**src/rtl/sft_pkg.sv**
```systemverilog
package sft_pkg;

  typedef enum logic [2:0] {
    ST_IDLE,
    ST_START,
    ST_DATA,
    ST_PARITY,
    ST_STOP1,
    ST_STOP2
  } txState_t;

  // Per-cycle commands from control to datapath
  typedef struct packed {
    logic load;        // capture character, drive start bit
    logic shift;       // drive next data bit
    logic sendParity;  // drive parity bit
    logic sendMark;    // drive high (stop or idle)
  } txStrobe_t;

  localparam logic [1:0] PAR_EVEN = 2'b01;
  localparam logic [1:0] PAR_ODD  = 2'b10;

endpackage

```
**src/rtl/sft_ctrl.sv**
```systemverilog
module sft_ctrl
  import sft_pkg::*;
#(
  parameter int DATA_MAX = 9,
  parameter int DATA_MIN = 5,
  parameter int CODE_W   = 3
) (
  input  logic              clk,
  input  logic              rstN,
  input  logic              bitTick,
  input  logic              inValid,
  input  logic [CODE_W-1:0] cfgDataLen,
  input  logic [1:0]        cfgParity,
  input  logic              cfgTwoStop,
  output logic              inReady,
  output logic              busy,
  output logic              done,
  output txStrobe_t         strobe
);

  localparam int CNT_W = $clog2(DATA_MAX + 1);

  txState_t         state, nextState;
  logic [CNT_W-1:0] bitCnt;
  logic [CNT_W-1:0] lastIdx;
  logic             parOn;
  logic             twoStopLat;
  logic             lastStop;
  logic             accept;

  function automatic logic [CNT_W-1:0] lastIndex(input logic [CODE_W-1:0] code);
    int len;
    len = DATA_MIN + int'(code);
    if (len > DATA_MAX) len = DATA_MAX;
    return CNT_W'(len - 1);
  endfunction

  assign lastStop = (state == ST_STOP1 && !twoStopLat) || (state == ST_STOP2);
  assign inReady  = bitTick && (state == ST_IDLE || lastStop);
  assign accept   = inValid && inReady;
  assign busy     = (state != ST_IDLE);

  always_comb begin
    nextState = state;
    strobe    = '0;
    case (state)
      ST_IDLE: begin
        if (accept) begin
          nextState   = ST_START;
          strobe.load = 1'b1;
        end
      end
      ST_START: begin
        if (bitTick) begin
          nextState    = ST_DATA;
          strobe.shift = 1'b1;
        end
      end
      ST_DATA: begin
        if (bitTick) begin
          if (bitCnt == lastIdx) begin
            if (parOn) begin
              nextState         = ST_PARITY;
              strobe.sendParity = 1'b1;
            end else begin
              nextState       = ST_STOP1;
              strobe.sendMark = 1'b1;
            end
          end else begin
            strobe.shift = 1'b1;
          end
        end
      end
      ST_PARITY: begin
        if (bitTick) begin
          nextState       = ST_STOP1;
          strobe.sendMark = 1'b1;
        end
      end
      ST_STOP1, ST_STOP2: begin
        if (bitTick) begin
          if (state == ST_STOP1 && twoStopLat) begin
            nextState       = ST_STOP2;
            strobe.sendMark = 1'b1;
          end else if (accept) begin
            nextState   = ST_START;
            strobe.load = 1'b1;
          end else begin
            nextState       = ST_IDLE;
            strobe.sendMark = 1'b1;
          end
        end
      end
      default: begin
        nextState       = ST_IDLE;
        strobe.sendMark = 1'b1;
      end
    endcase
  end

  always_ff @(posedge clk or negedge rstN) begin
    if (!rstN) begin
      state      <= ST_IDLE;
      bitCnt     <= '0;
      lastIdx    <= '0;
      parOn      <= 1'b0;
      twoStopLat <= 1'b0;
      done       <= 1'b0;
    end else begin
      state <= nextState;
      done  <= bitTick && lastStop;
      if (strobe.load) begin
        lastIdx    <= lastIndex(cfgDataLen);
        parOn      <= (cfgParity == PAR_EVEN) || (cfgParity == PAR_ODD);
        twoStopLat <= cfgTwoStop;
      end
      if (state == ST_START) begin
        bitCnt <= '0;
      end else if (state == ST_DATA && strobe.shift) begin
        bitCnt <= bitCnt + CNT_W'(1);
      end
    end
  end

endmodule

```
**src/rtl/sft_datapath.sv**
```systemverilog
module sft_datapath
  import sft_pkg::*;
#(
  parameter int DATA_MAX = 9,
  parameter int DATA_MIN = 5,
  parameter int CODE_W   = 3
) (
  input  logic                clk,
  input  logic                rstN,
  input  txStrobe_t           strobe,
  input  logic [DATA_MAX-1:0] inData,
  input  logic [CODE_W-1:0]   cfgDataLen,
  input  logic [1:0]          cfgParity,
  output logic                txd
);

  logic [DATA_MAX-1:0] shReg;
  logic [DATA_MAX-1:0] activeMask;
  logic                parReg;
  logic                txdReg;
  logic                parNext;
  int                  activeLen;

  always_comb begin
    activeLen = DATA_MIN + int'(cfgDataLen);
    if (activeLen > DATA_MAX) activeLen = DATA_MAX;
  end

  for (genvar g = 0; g < DATA_MAX; g++) begin : g_mask
    assign activeMask[g] = (g < activeLen);
  end

  assign parNext = (^(inData & activeMask)) ^ (cfgParity == PAR_ODD);

  always_ff @(posedge clk or negedge rstN) begin
    if (!rstN) begin
      shReg  <= '0;
      parReg <= 1'b0;
      txdReg <= 1'b1;
    end else if (strobe.load) begin
      shReg  <= inData & activeMask;
      parReg <= parNext;
      txdReg <= 1'b0;
    end else if (strobe.shift) begin
      txdReg <= shReg[0];
      shReg  <= shReg >> 1;
    end else if (strobe.sendParity) begin
      txdReg <= parReg;
    end else if (strobe.sendMark) begin
      txdReg <= 1'b1;
    end
  end

  assign txd = txdReg;

endmodule

```
**src/rtl/serial_frame_tx.sv**
```systemverilog
module serial_frame_tx
  import sft_pkg::*;
#(
  parameter int DATA_MAX = 9,
  parameter int DATA_MIN = 5,
  parameter int CODE_W   = 3
) (
  input  logic                clk,
  input  logic                rstN,
  input  logic                bitTick,
  input  logic                inValid,
  output logic                inReady,
  input  logic [DATA_MAX-1:0] inData,
  input  logic [CODE_W-1:0]   cfgDataLen,
  input  logic [1:0]          cfgParity,
  input  logic                cfgTwoStop,
  output logic                txd,
  output logic                busy,
  output logic                done
);

  txStrobe_t strobe;

  sft_ctrl #(.DATA_MAX(DATA_MAX), .DATA_MIN(DATA_MIN), .CODE_W(CODE_W)) u_ctrl (
    .clk(clk), .rstN(rstN), .bitTick(bitTick), .inValid(inValid),
    .cfgDataLen(cfgDataLen), .cfgParity(cfgParity), .cfgTwoStop(cfgTwoStop),
    .inReady(inReady), .busy(busy), .done(done), .strobe(strobe)
  );

  sft_datapath #(.DATA_MAX(DATA_MAX), .DATA_MIN(DATA_MIN), .CODE_W(CODE_W)) u_dp (
    .clk(clk), .rstN(rstN), .strobe(strobe), .inData(inData),
    .cfgDataLen(cfgDataLen), .cfgParity(cfgParity), .txd(txd)
  );

endmodule

```
**config.mk**
```make
export PLATFORM = sky130hd
export DESIGN_NAME = serial_frame_tx
export DESIGN_NICKNAME = d
export VERILOG_FILES = /design/src/rtl/sft_pkg.sv /design/src/rtl/sft_ctrl.sv /design/src/rtl/sft_datapath.sv /design/src/rtl/serial_frame_tx.sv
export SDC_FILE = /design/constraint.sdc
export NUM_CORES = 1
export LEC_CHECK = 0
export BUFFER_PORTS_ARGS = -buffer_cell sky130_fd_sc_hd__buf_2
export CORE_MARGIN = 2
export CORE_UTILIZATION = 59
export CTS_BUF_LIST = sky130_fd_sc_hd__clkbuf_4 sky130_fd_sc_hd__clkbuf_8
export DETAILED_ROUTE_END_ITERATION = 16
export PLACE_DENSITY_LB_ADDON = 0.3
export RECOVER_POWER = 50
export SETUP_SLACK_MARGIN = 0.1
export SLEW_MARGIN = 15
export SYNTH_ARGS = -nofsm -noshare
export SYNTH_HDL_FRONTEND = slang
export SYNTH_SLANG_ARGS = --single-unit
```
**constraint.sdc**
```tcl
create_clock -name clk -period 2 [get_ports clk]
set_input_delay 0.4 -clock clk [delete_from_list [all_inputs] [get_ports clk]]
set_output_delay 0.4 -clock clk [all_outputs]
set_load 0.01 [all_outputs]
```
==> impl_metrics.py, run 1 <==
metrics = {
    "timing": {
        "grt_setup_unrepaired": "yes",
        "hold_viol_final": 0,
        "setup-tns-final_ns": 0,
        "slew_headroom_pct": 14.0,
        "setup_violations": 0,
        "final.setup_skew_ns": 0.00766,
        "min_period_over_period_pct": 95.1,
        "fin_ws_ns": 0.0973,
        "report.final.slew_viol_count": 0,
        "worst_pin_slew_ns": 1.29,
        "fmax_mhz": 526,
        "period_needed_ns": 1.90,
    },
    "yosys": {
        "syn_inst": 188,
        "syn_nets": 213,
        "synth-xor-area-share_pct": 8.47,
        "yosys.area_share.simple_pct": 21.0,
        "ys_seq_area_share_pct": 37.9,
        "muxShareOfSynthArea_pct": 0.605,
        "synth_cell_types": 44,
        "yosysWarnings": 0,
        "synth_top_family_by_area": "compound AO/OA/AOI/OAI gates",
        "syn_area_per_cell_um2": 8.80,
        "syn_area_um2": 1650,
        "ys_ff_latch": 25,
        "synth_fa_ha_area_share_pct": 4.54,
        "synth_compound_area_share_pct": 21.9,
    },
    "clock_tree": {
        "clk_pin_slew_ns": 0.13,
        "cts.sinks": 25,
        "cts.path.max_buffers": 2,
        "cts_hold_buf": 0,
        "cts_tree": "built",
        "cts_buffers": 3,
        "h-tree-depth": 1,
        "cts_root_buffer": "clkbuf_4",
        "insertion_delay_ns": 0.32,
    },
    "final_layout": {
        "syn_to_final_growth_pct": 25.1,
        "layout_common_cells": "nand2_1 (26), buf_4 (25), dfrtp_1 (23), buf_2 (19)",
        "final_common_cell": "nand2_1",
        "antennaDiodeCount": 0,
        "final_layout_size_suffix_gt1_share_pct": 30.2,
        "n_fill_cell": 206,
        "final_nets": 261,
        "finalInstanceArea_um2": 2070,
    },
    "worst_setup_path": {
        "cp.required_ns": 2.22,
        "rr_worst_depth": 6,
        "path_class": "in -> reg",
        "crit_path_start_kind": "primary input",
        "worstSetupStartpoint": "cfgDataLen[1]",
        "r2r_end": "u_dp.shReg[2]",
        "timing.rr.start": "u_ctrl.state[0]",
        "worst_ep_arrival_time_ns": 2.12,
        "end_kind": "flop",
        "path_max_fanout": 4,
        "r2r_setup_slack_ns": 0.21,
        "worstSetupEndpoint": "u_dp.parReg",
    },
    "die": {
        "die-area_um2": 3240,
        "rows": 19,
        "die_h_um": 57.0,
        "initial_utilization_pct": 61.0,
        "fp.coreArea_um2": 2710,
        "die_w_um": 57.0,
        "pin_count": 23,
    },
    "placement": {
        "dp_slack_ns": -0.353,
        "io_buffers": 22,
        "hpwl_um": 2900,
        "place_area_um2": 1940,
        "gp_congestion": 0.873,
    },
    "detailed_routing": {
        "ant_nets": 0,
        "drt_iter0_markers": 33,
        "detail_route.wl_per_cell_um": 14.3,
        "drt_wl_total_um": 3810,
        "via_count": 1558,
        "drt_pre_antenna_iters": 5,
        "via_per_inst": 5.86,
        "route.detailed.drc": 0,
    },
    "global_route": {
        "grt_overflow_total": 0,
        "grt_pass1_wl_um": 6550,
        "groute.usage.overall_pct": 25.4,
        "grt_pass1_vias": 1545,
        "antenna_found_initial": 0,
        "grt_max_degree": 26,
    },
    "run": {
        "drv_cap": 0,
    },
    "min_path": {
        "hp-class": "in -> reg",
        "worstHoldStart": "cfgTwoStop",
    },
    "pwr": {
        "vdd_drop_max_uv": 976,
        "power_density_nw_per_um2": 1100,
        "leakagePower_nw": 0.948,
    },
    "run_status": {
        "status": "finished, final reports clean",
    },
}
[worst min path at each step]
| stage | slack (ns) | endpoint | cells after the start |
|---|---|---|---|
| final | 0.27 | u_ctrl.twoStopLat | 3 |
| after global routing | 0.28 | u_ctrl.twoStopLat | 3 |
| after CTS | 0.05 | u_ctrl.done | 1 |
| after detailed placement | 0.42 | u_ctrl.done | 1 |
| after global placement | 0.41 | u_ctrl.done | 1 |
| after floorplan | 0.10 | u_ctrl.bitCnt[0] | 0 |
[metrics by stage]
step           cells  util [%]  power [mW]  hold slack (ns)
3_5_place_dp     254      71.7        1.93            0.421
6_report         266      76.4        2.27            0.267
3_3_place_gp     254      71.7        1.88            0.407
2_1_floorplan    188         -        1.62            0.104
5_1_grt          266      76.4        2.45            0.276
4_1_cts          264      75.3        2.24           0.0538
[Yosys cell counts, drive strengths merged]
library cell | count | share of area, %
nand2 | 27 | 6.3
dfrtp | 24 | 36
o21ai | 18 | 5.4
a21oi | 15 | 5.0
inv | 14 | 3.2
nor2 | 14 | 3.6
xnor2 | 11 | 5.8
ha | 6 | 4.5
nor3b | 6 | 3.0
buf | 5 | 2.0
xor2 | 5 | 2.6
a221o | 4 | 2.4
nand2b | 3 | 1.1
o21a | 3 | 1.4
or3 | 3 | 1.1
a22oi | 2 | 0.91
a32oi | 2 | 1.1
and3b | 2 | 1.1
clkbuf | 2 | 0.45
nand3 | 2 | 0.61
nand3b | 2 | 0.91
nand4 | 2 | 0.76
o221ai | 2 | 1.1
a2111oi | 1 | 1.7
a311oi | 1 | 0.53
a31oi | 1 | 0.38
a41o | 1 | 0.61
and2 | 1 | 0.53
and3 | 1 | 0.38
dfstp | 1 | 1.6
mux2i | 1 | 0.61
nor3 | 1 | 0.30
nor4 | 1 | 0.76
o211ai | 1 | 0.45
o22ai | 1 | 0.38
o311a | 1 | 0.61
or4 | 1 | 0.45
[sequential cells by signal, summed over array words and instances, names as in the netlist]
register and count:
u_ctrl.bitCnt 4, u_ctrl.done 1, u_ctrl.lastIdx 4, u_ctrl.parOn 1
u_ctrl.state 3, u_ctrl.twoStopLat 1, u_dp.parReg 1, u_dp.shReg 9
u_dp.txd 1
[critical path: stages]
cell      delay (ns)
buf_6           0.11
ha_4            0.15
and3b_2         0.28
nor3_4          0.05
nor2_2          0.13
ha_2            0.18
nand3b_1        0.08
mux2i_1         0.18
xnor2_1         0.16
xnor2_1         0.16
xnor2_1         0.15
o21ai_1         0.08
[layer usage]
| layer | vias up | share of wire [%] | global-route usage (%) |
|---|---|---|---|
| li1 | 756 | - | - |
| met1 | 742 | 42 | 31.8 |
| met2 | 51 | 51 | 44.0 |
| met3 | 9 | 4.2 | 2.72 |
| met4 | 0 | 2.3 | 11.6 |
| met5 | - | 0 | 0 |
[repair_timing]
item	in CTS	in global routing
pin swaps	8	6
endpoints found under the setup margin	2	3
cloned	0	0
setup buffers	6	2
resized for setup	7	5
hold endpoints to repair	0	0
[logic make-up (layout without fill, tap and decap cells)]
family	after synthesis	in the layout
buf+inv	21	68
compound gates	53	53
xor+xnor	16	16
fa+ha+maj	6	6
mux	1	1
simple gates	66	66
flops	25	25
[report_power, final]
part	internal (mW)	switching (mW)	leakage, nW
sequential	0.713	0.171	0.319
clock	0.0918	0.146	0.0184
combinational	0.551	0.597	0.611
total	1.36	0.914	0.948
[cell type report]
type | count | area [um2] | area share, %
clock buffer | 4 | 30.0 | 1.45
sequential | 25 | 628 | 30.4
inverter | 14 | 57.6 | 2.78
tap | 31 | 38.8 | 1.87
multi-input combinational | 142 | 980 | 47.3
timing repair buffer | 50 | 335 | 16.2
Note: power is estimated with default switching activity, not from simulation.
==> run 2: changes to the inputs <==
CORE_UTILIZATION = 65   (was 59)
GPL_ROUTABILITY_DRIVEN = 0   (was default)
SYNTH_HIERARCHICAL = 1   (was default)
clock period = 2.3 ns   (was 2 ns; I/O delays follow)
==> run 2 against run 1 <==
Against the previous run:
- design area up 0.30%
- sequential share of layout area down 0.15 points
- total power down 16%
- global-route usage about the same
- count of clock-buffer cells in the layout down 1
- critical endpoint is now u_dp/parReg
==> impl_metrics.py, run 2 <==
metrics = {
    "run_status": {
        "status": "finished, final reports clean",
    },
    "yosys": {
        "syn_area_per_cell_um2": 9.42,
        "ys_seq_area_share_pct": 32.6,
        "syn_inst": 204,
        "syn_nets": 229,
        "yosys.cell_count.top_type": "dfrtp_1",
        "syn_area_um2": 1920,
        "async_flop_share_pct": 100,
        "synth_edf_count": 0,
        "synth_top_area_cell": "dfrtp_1",
        "synth_ff_type": "dfrtp_1",
        "synth_area_leaders": "dfrtp_1 (31%), o21ai_0 (4.4%), ha_1 (3.9%)",
        "synth_top_area_share_pct": 31.3,
        "yosysWarnings": 6,
        "ys_ff_latch": 25,
        "synth.top_cells.by_count": "dfrtp_1 (24), nand2_1 (17), o21ai_0 (17)",
        "synth_cell_types": 60,
    },
    "final_layout": {
        "layout_common_cells": "dfrtp_1 (24), buf_2 (20), nand2_1 (17), o21ai_0 (17)",
        "reg.largest.list": "u_dp/shReg x9, u_ctrl/bitCnt x4, u_ctrl/lastIdx x4",
        "final_nets": 253,
        "n_fill_cell": 200,
        "syn_to_final_growth_pct": 8.01,
        "stdcell_count": 258,
        "finalInstanceArea_um2": 2080,
        "final_layout_size_suffix_gt1_share_pct": 22.9,
        "antennaDiodeCount": 0,
        "largest_register_ffs": 9,
        "fin_util_pct": 74.6,
        "final_common_cell": "dfrtp_1",
        "top_register": "u_dp/shReg",
        "multi_input_area_um2": 1200,
        "seq_area_um2": 627,
    },
    "die": {
        "pin_count": 23,
        "die_h_um": 58.4,
        "fp.coreArea_um2": 2780,
        "initial_utilization_pct": 69.1,
        "die_w_um": 58.4,
        "rows": 19,
        "die-area_um2": 3410,
    },
    "clock_tree": {
        "insertion_delay_ns": 0.31,
        "cts_setup_buffers": 0,
        "cts_tree": "built",
        "cts.sinks": 25,
        "cts.path.max_buffers": 2,
        "clk_pin_slew_ns": 0.13,
        "cts_root_buffer": "clkbuf_4",
        "h-tree-depth": 1,
        "cts_buffers": 3,
    },
    "timing": {
        "setup_violations": 0,
        "min_period_over_period_pct": 86.9,
        "grt_setup_unrepaired": "no",
        "report.final.slew_viol_count": 0,
        "hold_viol_final": 0,
        "worst_pin_slew_ns": 1.28,
        "fin_ws_ns": 0.302,
        "setup-tns-final_ns": 0,
        "slew_headroom_pct": 14.5,
        "period_needed_ns": 2.00,
        "fmax_mhz": 501,
        "final.setup_skew_ns": 0.00189,
        "fin_hold_ws_ns": 0.369,
    },
    "placement": {
        "dp_slack_ns": 0.0182,
        "hpwl_um": 3060,
        "place_area_um2": 2050,
        "dp_cells": 254,
        "io_buffers": 22,
    },
    "global_route": {
        "groute.usage.overall_pct": 25.3,
        "grt_max_degree": 26,
        "grt_overflow_total": 0,
        "antenna_found_initial": 0,
        "grt_pass1_vias": 1520,
        "grt_pass1_wl_um": 6680,
    },
    "run": {
        "drv_cap": 0,
    },
    "pwr": {
        "power_density_nw_per_um2": 918,
        "leakagePower_nw": 0.912,
        "power_mw": 1.91,
        "vdd_drop_max_uv": 799,
    },
    "worst_setup_path": {
        "worst_ep_arrival_time_ns": 2.21,
        "path_max_fanout": 7,
        "end_kind": "flop",
        "crit_path_start_kind": "primary input",
        "path_class": "in -> reg",
        "cp.required_ns": 2.51,
    },
    "detailed_routing": {
        "via_count": 1631,
        "drt_iter0_markers": 102,
        "via_per_inst": 6.32,
        "ant_nets": 0,
        "drt_wl_total_um": 3910,
        "route.detailed.drc": 0,
        "detail_route.wl_per_cell_um": 15.2,
        "drt_pre_antenna_iters": 7,
    },
    "min_path": {
        "hp-class": "in -> reg",
    },
}
-- run 2: timing repair --
item,4_1_cts,5_1_grt
gates resized for setup,0,1
hold buffers,0,0
setup endpoints to repair,0,8
hold endpoints to repair,0,0
-- run 2: final timing paths --
check	from	to	slack, ns	cells after the start
min in group asynchronous	rstN	u_ctrl/twoStopLat	0.39	1
hold reg to reg	u_dp/shReg[8]	u_dp/shReg[8]	0.51	2
max in group asynchronous	rstN	u_dp/shReg[5]	1.16	1
hold / removal	cfgTwoStop	u_ctrl/twoStopLat	0.37	2
setup / recovery	cfgDataLen[0]	u_dp/parReg	0.30	9
setup reg to reg	u_ctrl/bitCnt[1]	u_dp/shReg[0]	0.32	7
-- run 2: critical path, stage by stage --
cell and delay [ns]:
buf_2 0.12, inv_1 0.06, ha_1 0.39, and2b_4 0.24, and3_4 0.16, a211oi_2 0.31, a21oi_1 0.13, o2111ai_1 0.24
nand3_1 0.10
-- run 2: layout make-up --
class,instances,share of cell area [%]
repair buffers,25,6.27
well taps,31,1.87
inverters,13,2.35
clock buffers,3,1.08
clock inverters,1,0.241
multi-input cells,160,58.0
flip-flops and latches,25,30.2
-- run 2: layer usage --
metal	global-route usage, %	vias to the layer above	routed length [um]	share of wire [%]
met3	2.64	12	175	4.5
met1	32.5	767	1670	43
met4	13.0	0	122	3.1
met5	0	-	0	0
met2	42.4	54	1940	50
li1	-	798	-	-
-- run 2: cell families (layout without fill, tap and decap cells) --
family	Yosys count	after routing	share of synthesized area, %
AO/OA/AOI/OAI	69	69	28.9
AND/OR/NAND/NOR	65	65	18.9
flip-flops	25	25	32.6
buffers and inverters	19	42	4.82
XOR/XNOR	11	11	5.73
multiplexers	9	9	5.08
adder cells (fa/ha/maj)	6	6	3.91
-- run 2: report_power, final --
part           total [mW]  internal, mW  switching, mW
Clock               0.189        0.0651          0.124
Combinational       0.930         0.406          0.524
Sequential          0.787         0.618          0.169
Total                1.91          1.09          0.816
